<file path="src/rtl/sar_pkg.sv">
package sar_pkg;
  localparam int unsigned DEF_RES_W   = 12;
  localparam int unsigned DEF_CYC_BIT = 8;

  typedef enum logic {
    SEQ_TRACK = 1'b0,
    SEQ_CONV  = 1'b1
  } seq_state_e;
endpackage

</file>
<file path="src/rtl/sar_sync_edge.sv">
module sar_sync_edge #(
  parameter int unsigned STAGES = 2
) (
  input  logic clk_i,
  input  logic rst_ni,
  input  logic d_i,
  output logic rise_o,
  output logic fall_o
);
  logic [STAGES:0] sh_q;

  always_ff @(posedge clk_i or negedge rst_ni) begin
    if (!rst_ni) sh_q <= '0;
    else         sh_q <= {sh_q[STAGES-1:0], d_i};
  end

  assign rise_o = sh_q[STAGES-1] & ~sh_q[STAGES];
  assign fall_o = ~sh_q[STAGES-1] & sh_q[STAGES];
endmodule

</file>
<file path="src/rtl/sar_seq.sv">
module sar_seq
  import sar_pkg::*;
#(
  parameter int unsigned W   = DEF_RES_W,
  parameter int unsigned CPB = DEF_CYC_BIT
) (
  input  logic         clk_i,
  input  logic         rst_ni,
  input  logic         start_rise_i,
  input  logic         cmp_i,
  output logic         hold_o,
  output logic [W-1:0] trial_o,
  output logic [W-1:0] result_o,
  output logic         done_o
);
  localparam int unsigned DIV_W = (CPB > 1) ? $clog2(CPB) : 1;
  localparam int unsigned IDX_W = (W > 1) ? $clog2(W) : 1;
  localparam logic [DIV_W-1:0] DIV_LAST = DIV_W'(CPB - 1);
  localparam logic [W-1:0] ONE = {{(W-1){1'b0}}, 1'b1};

  seq_state_e       state_q;
  logic [DIV_W-1:0] div_q;
  logic [IDX_W-1:0] idx_q;
  logic [W-1:0]     trial_q, result_q;
  logic             done_q;
  logic [W-1:0]     cur_mask, decided;

  always_comb begin
    cur_mask = ONE << idx_q;
    decided  = cmp_i ? trial_q : (trial_q & ~cur_mask);
  end

  always_ff @(posedge clk_i or negedge rst_ni) begin
    if (!rst_ni) begin
      state_q  <= SEQ_TRACK;
      div_q    <= '0;
      idx_q    <= '0;
      trial_q  <= '0;
      result_q <= '0;
      done_q   <= 1'b0;
    end else begin
      done_q <= 1'b0;
      unique case (state_q)
        SEQ_TRACK: begin
          if (start_rise_i) begin
            state_q <= SEQ_CONV;
            div_q   <= '0;
            idx_q   <= IDX_W'(W - 1);
            trial_q <= ONE << (W - 1);
          end
        end
        SEQ_CONV: begin
          if (div_q == DIV_LAST) begin
            div_q <= '0;
            if (idx_q == '0) begin
              trial_q  <= decided;
              result_q <= decided;
              done_q   <= 1'b1;
              state_q  <= SEQ_TRACK;
            end else begin
              trial_q <= decided | (cur_mask >> 1);
              idx_q   <= idx_q - 1'b1;
            end
          end else begin
            div_q <= div_q + 1'b1;
          end
        end
        default: state_q <= SEQ_TRACK;
      endcase
    end
  end

  assign hold_o   = (state_q == SEQ_CONV);
  assign trial_o  = trial_q;
  assign result_o = result_q;
  assign done_o   = done_q;

  // search opens on the MSB alone
  a_r2_msb_first: assert property (@(posedge clk_i) disable iff (!rst_ni)
    $rose(hold_o) |-> trial_o == (ONE << (W - 1)));

  // a result strobe always closes a hold interval
  a_r3_done_ends_hold: assert property (@(posedge clk_i) disable iff (!rst_ni)
    done_o |-> (!hold_o && $past(hold_o)));

  // one decision step changes at most two trial bits
  a_r3_single_step: assert property (@(posedge clk_i) disable iff (!rst_ni)
    (hold_o && $past(hold_o)) |-> $countones(trial_o ^ $past(trial_o)) <= 2);
endmodule

</file>
<file path="src/rtl/sar_shift.sv">
module sar_shift #(
  parameter int unsigned W = 12
) (
  input  logic         clk_i,
  input  logic         rst_ni,
  input  logic         sclk_rise_i,
  input  logic         sclk_fall_i,
  input  logic         start_fall_i,
  input  logic         done_i,
  input  logic [W-1:0] result_i,
  output logic         sdata_o
);
  localparam int unsigned CNT_W = $clog2(W + 1);
  localparam logic [CNT_W-1:0] CNT_FULL = CNT_W'(W);

  logic [W-1:0]     out_q, shifted;
  logic [CNT_W-1:0] cnt_q;
  logic             active_q, pend_q, sdata_q;
  logic             finish, force_ld;

  assign shifted  = out_q << cnt_q;
  assign finish   = active_q && sclk_fall_i && (cnt_q == CNT_FULL);
  assign force_ld = start_fall_i && pend_q;

  always_ff @(posedge clk_i or negedge rst_ni) begin
    if (!rst_ni) begin
      out_q    <= '0;
      cnt_q    <= '0;
      active_q <= 1'b0;
      pend_q   <= 1'b0;
      sdata_q  <= 1'b0;
    end else if (force_ld) begin
      out_q    <= result_i;
      pend_q   <= 1'b0;
      active_q <= 1'b0;
      cnt_q    <= '0;
      sdata_q  <= 1'b0;
    end else begin
      if (finish) begin
        active_q <= 1'b0;
        cnt_q    <= '0;
        sdata_q  <= 1'b0;
      end else if (sclk_rise_i && (cnt_q < CNT_FULL)) begin
        active_q <= 1'b1;
        sdata_q  <= shifted[W-1];
        cnt_q    <= cnt_q + 1'b1;
      end
      if (done_i) begin
        if (!active_q || finish) out_q  <= result_i;
        else                     pend_q <= 1'b1;
      end else if (finish && pend_q) begin
        out_q  <= result_i;
        pend_q <= 1'b0;
      end
    end
  end

  assign sdata_o = sdata_q;

  // word is frozen while a read runs
  a_r6_defer_stable: assert property (@(posedge clk_i) disable iff (!rst_ni)
    (active_q && !finish && !force_ld) |=> $stable(out_q));

  // forced load clears count and pending flag
  a_r7_force_reset: assert property (@(posedge clk_i) disable iff (!rst_ni)
    force_ld |=> (cnt_q == '0 && !pend_q && !sdata_o));

  // line low outside a read
  a_r8_idle_low: assert property (@(posedge clk_i) disable iff (!rst_ni)
    !active_q |-> !sdata_o);

  // count never passes the word length
  a_r6_cnt_bound: assert property (@(posedge clk_i) disable iff (!rst_ni)
    cnt_q <= CNT_FULL);
endmodule

</file>
<file path="src/rtl/sar_core.sv">
module sar_core
  import sar_pkg::*;
#(
  parameter int unsigned RES_W       = DEF_RES_W,
  parameter int unsigned CYC_PER_BIT = DEF_CYC_BIT,
  parameter int unsigned SYNC_STAGES = 2
) (
  input  logic             clk_i,
  input  logic             rst_ni,
  input  logic             conv_start_i,
  input  logic             cmp_i,
  input  logic             sclk_i,
  output logic [RES_W-1:0] trial_o,
  output logic             hold_o,
  output logic             sdata_o
);
  logic             start_rise, start_fall, sclk_rise, sclk_fall;
  logic             done;
  logic [RES_W-1:0] result;

  sar_sync_edge #(.STAGES(SYNC_STAGES)) u_start_sync (
    .clk_i(clk_i), .rst_ni(rst_ni), .d_i(conv_start_i),
    .rise_o(start_rise), .fall_o(start_fall)
  );

  sar_sync_edge #(.STAGES(SYNC_STAGES)) u_sclk_sync (
    .clk_i(clk_i), .rst_ni(rst_ni), .d_i(sclk_i),
    .rise_o(sclk_rise), .fall_o(sclk_fall)
  );

  sar_seq #(.W(RES_W), .CPB(CYC_PER_BIT)) u_seq (
    .clk_i(clk_i), .rst_ni(rst_ni), .start_rise_i(start_rise), .cmp_i(cmp_i),
    .hold_o(hold_o), .trial_o(trial_o), .result_o(result), .done_o(done)
  );

  sar_shift #(.W(RES_W)) u_shift (
    .clk_i(clk_i), .rst_ni(rst_ni), .sclk_rise_i(sclk_rise), .sclk_fall_i(sclk_fall),
    .start_fall_i(start_fall), .done_i(done), .result_i(result), .sdata_o(sdata_o)
  );
endmodule

</file>
<file path="config.mk">
export PLATFORM = sky130hd
export DESIGN_NAME = sar_core
export DESIGN_NICKNAME = d
export VERILOG_FILES = /design/src/rtl/sar_pkg.sv /design/src/rtl/sar_sync_edge.sv /design/src/rtl/sar_seq.sv /design/src/rtl/sar_shift.sv /design/src/rtl/sar_core.sv
export SDC_FILE = /design/constraint.sdc
export NUM_CORES = 1
export LEC_CHECK = 0
export BUFFER_PORTS_ARGS = -buffer_cell sky130_fd_sc_hd__buf_2
export CORE_MARGIN = 2
export CORE_UTILIZATION = 60
export DETAILED_ROUTE_END_ITERATION = 16
export HOLD_SLACK_MARGIN = 0.08
export PLACE_DENSITY_LB_ADDON = 0.15
export SLEW_MARGIN = 20
export SYNTH_ARGS = -nofsm -noshare
export SYNTH_HDL_FRONTEND = slang
export SYNTH_HIERARCHICAL = 1
export SYNTH_SLANG_ARGS = --single-unit
</file>
<file path="constraint.sdc">
create_clock -name clk_i -period 5.91 [get_ports clk_i]
set_input_delay 1.4775 -clock clk_i [delete_from_list [all_inputs] [get_ports clk_i]]
set_output_delay 1.4775 -clock clk_i [all_outputs]
set_load 0.01 [all_outputs]
</file>
==> flow_metrics.py <==
metrics = {
    "run_status": {
        "status": "complete, no violations",
    },
    "synthesis": {
        "ys_seq_area_share_pct": 50.4,
        "synth_seq_cells": 58,
        "postSynthAreaPerCell_um2": 11.8,
        "synth_edf_count": 0,
        "synthCells": 245,
        "yosysWarnings": 6,
        "postSynthNetCount": 259,
        "ys_async_sr_fraction_pct": 100,
        "synthFlopType": "dfrtp_1",
        "synth_area_um2": 2880,
        "synth.distinct_cells": 58,
    },
    "routing": {
        "ant_nets": 0,
        "vias_per_cell": 6.06,
        "wl_um": 5600,
        "first_pass_iters": 4,
        "vias": 1945,
        "post-route-drc-count": 0,
        "drtIter0Drc": 101,
        "post_drt_wl_per_cell_um": 17.4,
    },
    "clocking": {
        "cts_buffers": 9,
        "post_cts_resized": 0,
        "cts_setup_buffers": 0,
        "cts_root_buffer": "clkbuf_8",
        "clk_latency_ns": 0.33,
        "cts_sinks": 58,
        "clock_path_buffers": 2,
        "path_clk_slew_ns": 0.07,
        "htree_levels": 3,
        "cts_tree": "yes",
        "postCtsHoldBufs": 0,
    },
    "grt": {
        "overflow": 0,
        "gr-usage-met3_pct": 4.80,
        "antenna_found_initial": 0,
        "gr-usage-met2_pct": 33.3,
        "globalRouteTotalUtil_pct": 22.4,
        "grt-busiest-layer": "met2",
        "grt_max_degree": 59,
        "gr-usage-met1_pct": 31.2,
        "grt_pass1_vias": 1860,
        "grt_pass1_wl_um": 9020,
    },
    "cells_and_area": {
        "fill_cells": 330,
        "final_common_cell": "dfrtp_1",
        "nets": 276,
        "drive_gt1_share_pct": 25.5,
        "antenna_cells": 0,
        "syn_to_final_growth_pct": 10.5,
        "most-common-layout-cells": "58 x dfrtp_1, 18 x buf_2, 17 x o21ai_1, 17 x o21ai_0, 14 x inv_1",
    },
    "placed_design": {
        "gp_congestion": 0.876,
        "dp_hpwl_um": 3670,
        "portBuffers": 18,
    },
    "sta": {
        "hold_viol": 0,
        "rsz0062_at_grt": "no",
        "setup_viol": 0,
        "report.final.slew_viol_count": 0,
        "min_period_over_period_pct": 46.0,
        "fmax_mhz": 368,
        "min_period_ns": 2.72,
        "clock_skew_ns": 0.00830,
        "worstMarginPinSlew_ns": 0.839,
        "finalSetupTns_ns": 0,
        "slew_headroom_pct": 44.0,
    },
    "setup_path": {
        "crit_buf_inv": 1,
        "endpoint_kind": "output port",
        "crit_type": "reg -> out",
        "critPathMaxFanout": 19,
        "critical_path_arrival_ns": 1.24,
        "path_delay_family": "flip-flops",
        "critPathRequiredTime_ns": 4.43,
        "startpoint_type": "flop",
        "slowest_delay_ns": 0.68,
        "cp_cell_sequence": "buf_2",
        "slowest_stage": "dfrtp_1",
    },
    "floorplan": {
        "start_util_pct": 61.8,
        "io_pins": 19,
        "die_w_um": 73.3,
        "die_area_um2": 5370,
        "rows": 25,
        "design.core.area_um2": 4660,
        "dieHeight_um": 73.3,
    },
    "power_and_ir_drop": {
        "p_leak_uw": 0.00140,
        "total_power_uw": 1710,
        "power_density_nw_per_um2": 536,
        "ir_drop_v": 0.000352,
    },
    "worst_hold_path": {
        "hp-class": "reg -> reg",
    },
    "flow_run": {
        "max_cap_violations": 0,
    },
}
-- synthesized netlist by cell type, types with 3 or more instances --
cell | instances | area (um^2)
mux4_2 | 3 | 67.6
a32oi_1 | 3 | 26.3
a31oi_1 | 4 | 25.0
o31ai_2 | 3 | 37.5
mux2_4 | 10 | 150
nor2_1 | 12 | 45.0
a21oi_1 | 4 | 20.0
nor2b_1 | 4 | 25.0
buf_2 | 5 | 25.0
nand2_1 | 12 | 45.0
mux2_2 | 3 | 33.8
buf_6 | 4 | 45.0
a21boi_0 | 3 | 22.5
o21ai_1 | 17 | 85.1
dfrtp_1 | 58 | 1450
ha_1 | 9 | 113
inv_1 | 14 | 52.6
a22o_1 | 5 | 43.8
o21ai_0 | 17 | 85.1
o31ai_1 | 6 | 45.0
a22oi_1 | 3 | 22.5
-- metal layers --
layer / up-vias / part of all wire (%)
met1: 947 / 49
met3: 4 / 4.8
li1: 936 / -
met5: - / 0
met2: 58 / 46
met4: 0 / 0.55
-- power by group --
part	total, uW	internal (uW)	switching [uW]
combinational	576	285	291
clock	410	249	161
sequential	721	555	166
-- registers in the layout, indices dropped and copies added, names as in the netlist --
name and count:
u_seq/result_o 12, u_seq/trial_o 12, u_shift/out_q 12, u_seq/idx_q 4
u_shift/cnt_q 4, u_sclk_sync/sh_q 3, u_seq/div_q 3, u_start_sync/sh_q 3
u_seq/done_o 1, u_seq/hold_o 1, u_shift/active_q 1, u_shift/pend_q 1
u_shift/sdata_o 1
-- area by class of cell --
class	count	area, um^2	share of cell area [%]
sequential	58	1450	45.6
multi-input combinational	159	1280	40.3
clock inverter	6	90.1	2.83
clock buffer	10	138	4.33
timing repair buffer	19	97.6	3.07
inverter	15	56.3	1.77
tap	54	67.6	2.12
-- cell families after synthesis --
| logic type | Yosys count | synth area share [%] |
|---|---|---|
| muxes | 17 | 9.08 |
| adders and majority gates | 9 | 3.91 |
| AOI/OAI and AO/OA | 78 | 18.4 |
| DFF | 58 | 50.4 |
| xor gates and xnor gates | 1 | 0.304 |
| buffers and inverters | 28 | 5.08 |
| and+or+nand+nor | 54 | 12.8 |
-- through the flow --
stage / util [%] / worst slack, ns / hold slack [ns] / cell area (um^2) / cells
after floorplan: - / 3.56 / 0.331 / 2880 / 245
after global placement: 63.4 / 3.50 / 0.335 / 2950 / 305
after detailed placement: 63.4 / 3.46 / 0.340 / 2950 / 305
after CTS: 68.3 / 3.17 / 0.355 / 3180 / 321
after global routing: 68.3 / 3.09 / 0.375 / 3180 / 321
final: 68.3 / 3.19 / 0.352 / 3180 / 321
-- path summary, 6_finish.rpt --
kind                                 startpoint                    to  slack, ns  cells past startpoint
min                        u_start_sync/sh_q[0]  u_start_sync/sh_q[1]       0.35                      0
max in group asynchronous                rst_ni      u_shift/cnt_q[1]       4.14                      2
min in group asynchronous                rst_ni      u_shift/out_q[6]       1.28                      2
max reg2reg                    u_shift/cnt_q[0]     u_shift/out_q[11]       3.55                      6
min reg2reg                u_start_sync/sh_q[0]  u_start_sync/sh_q[1]       0.35                      0
max                                u_seq/hold_o                hold_o       3.19                      1
(Power assumes the default switching activity.)
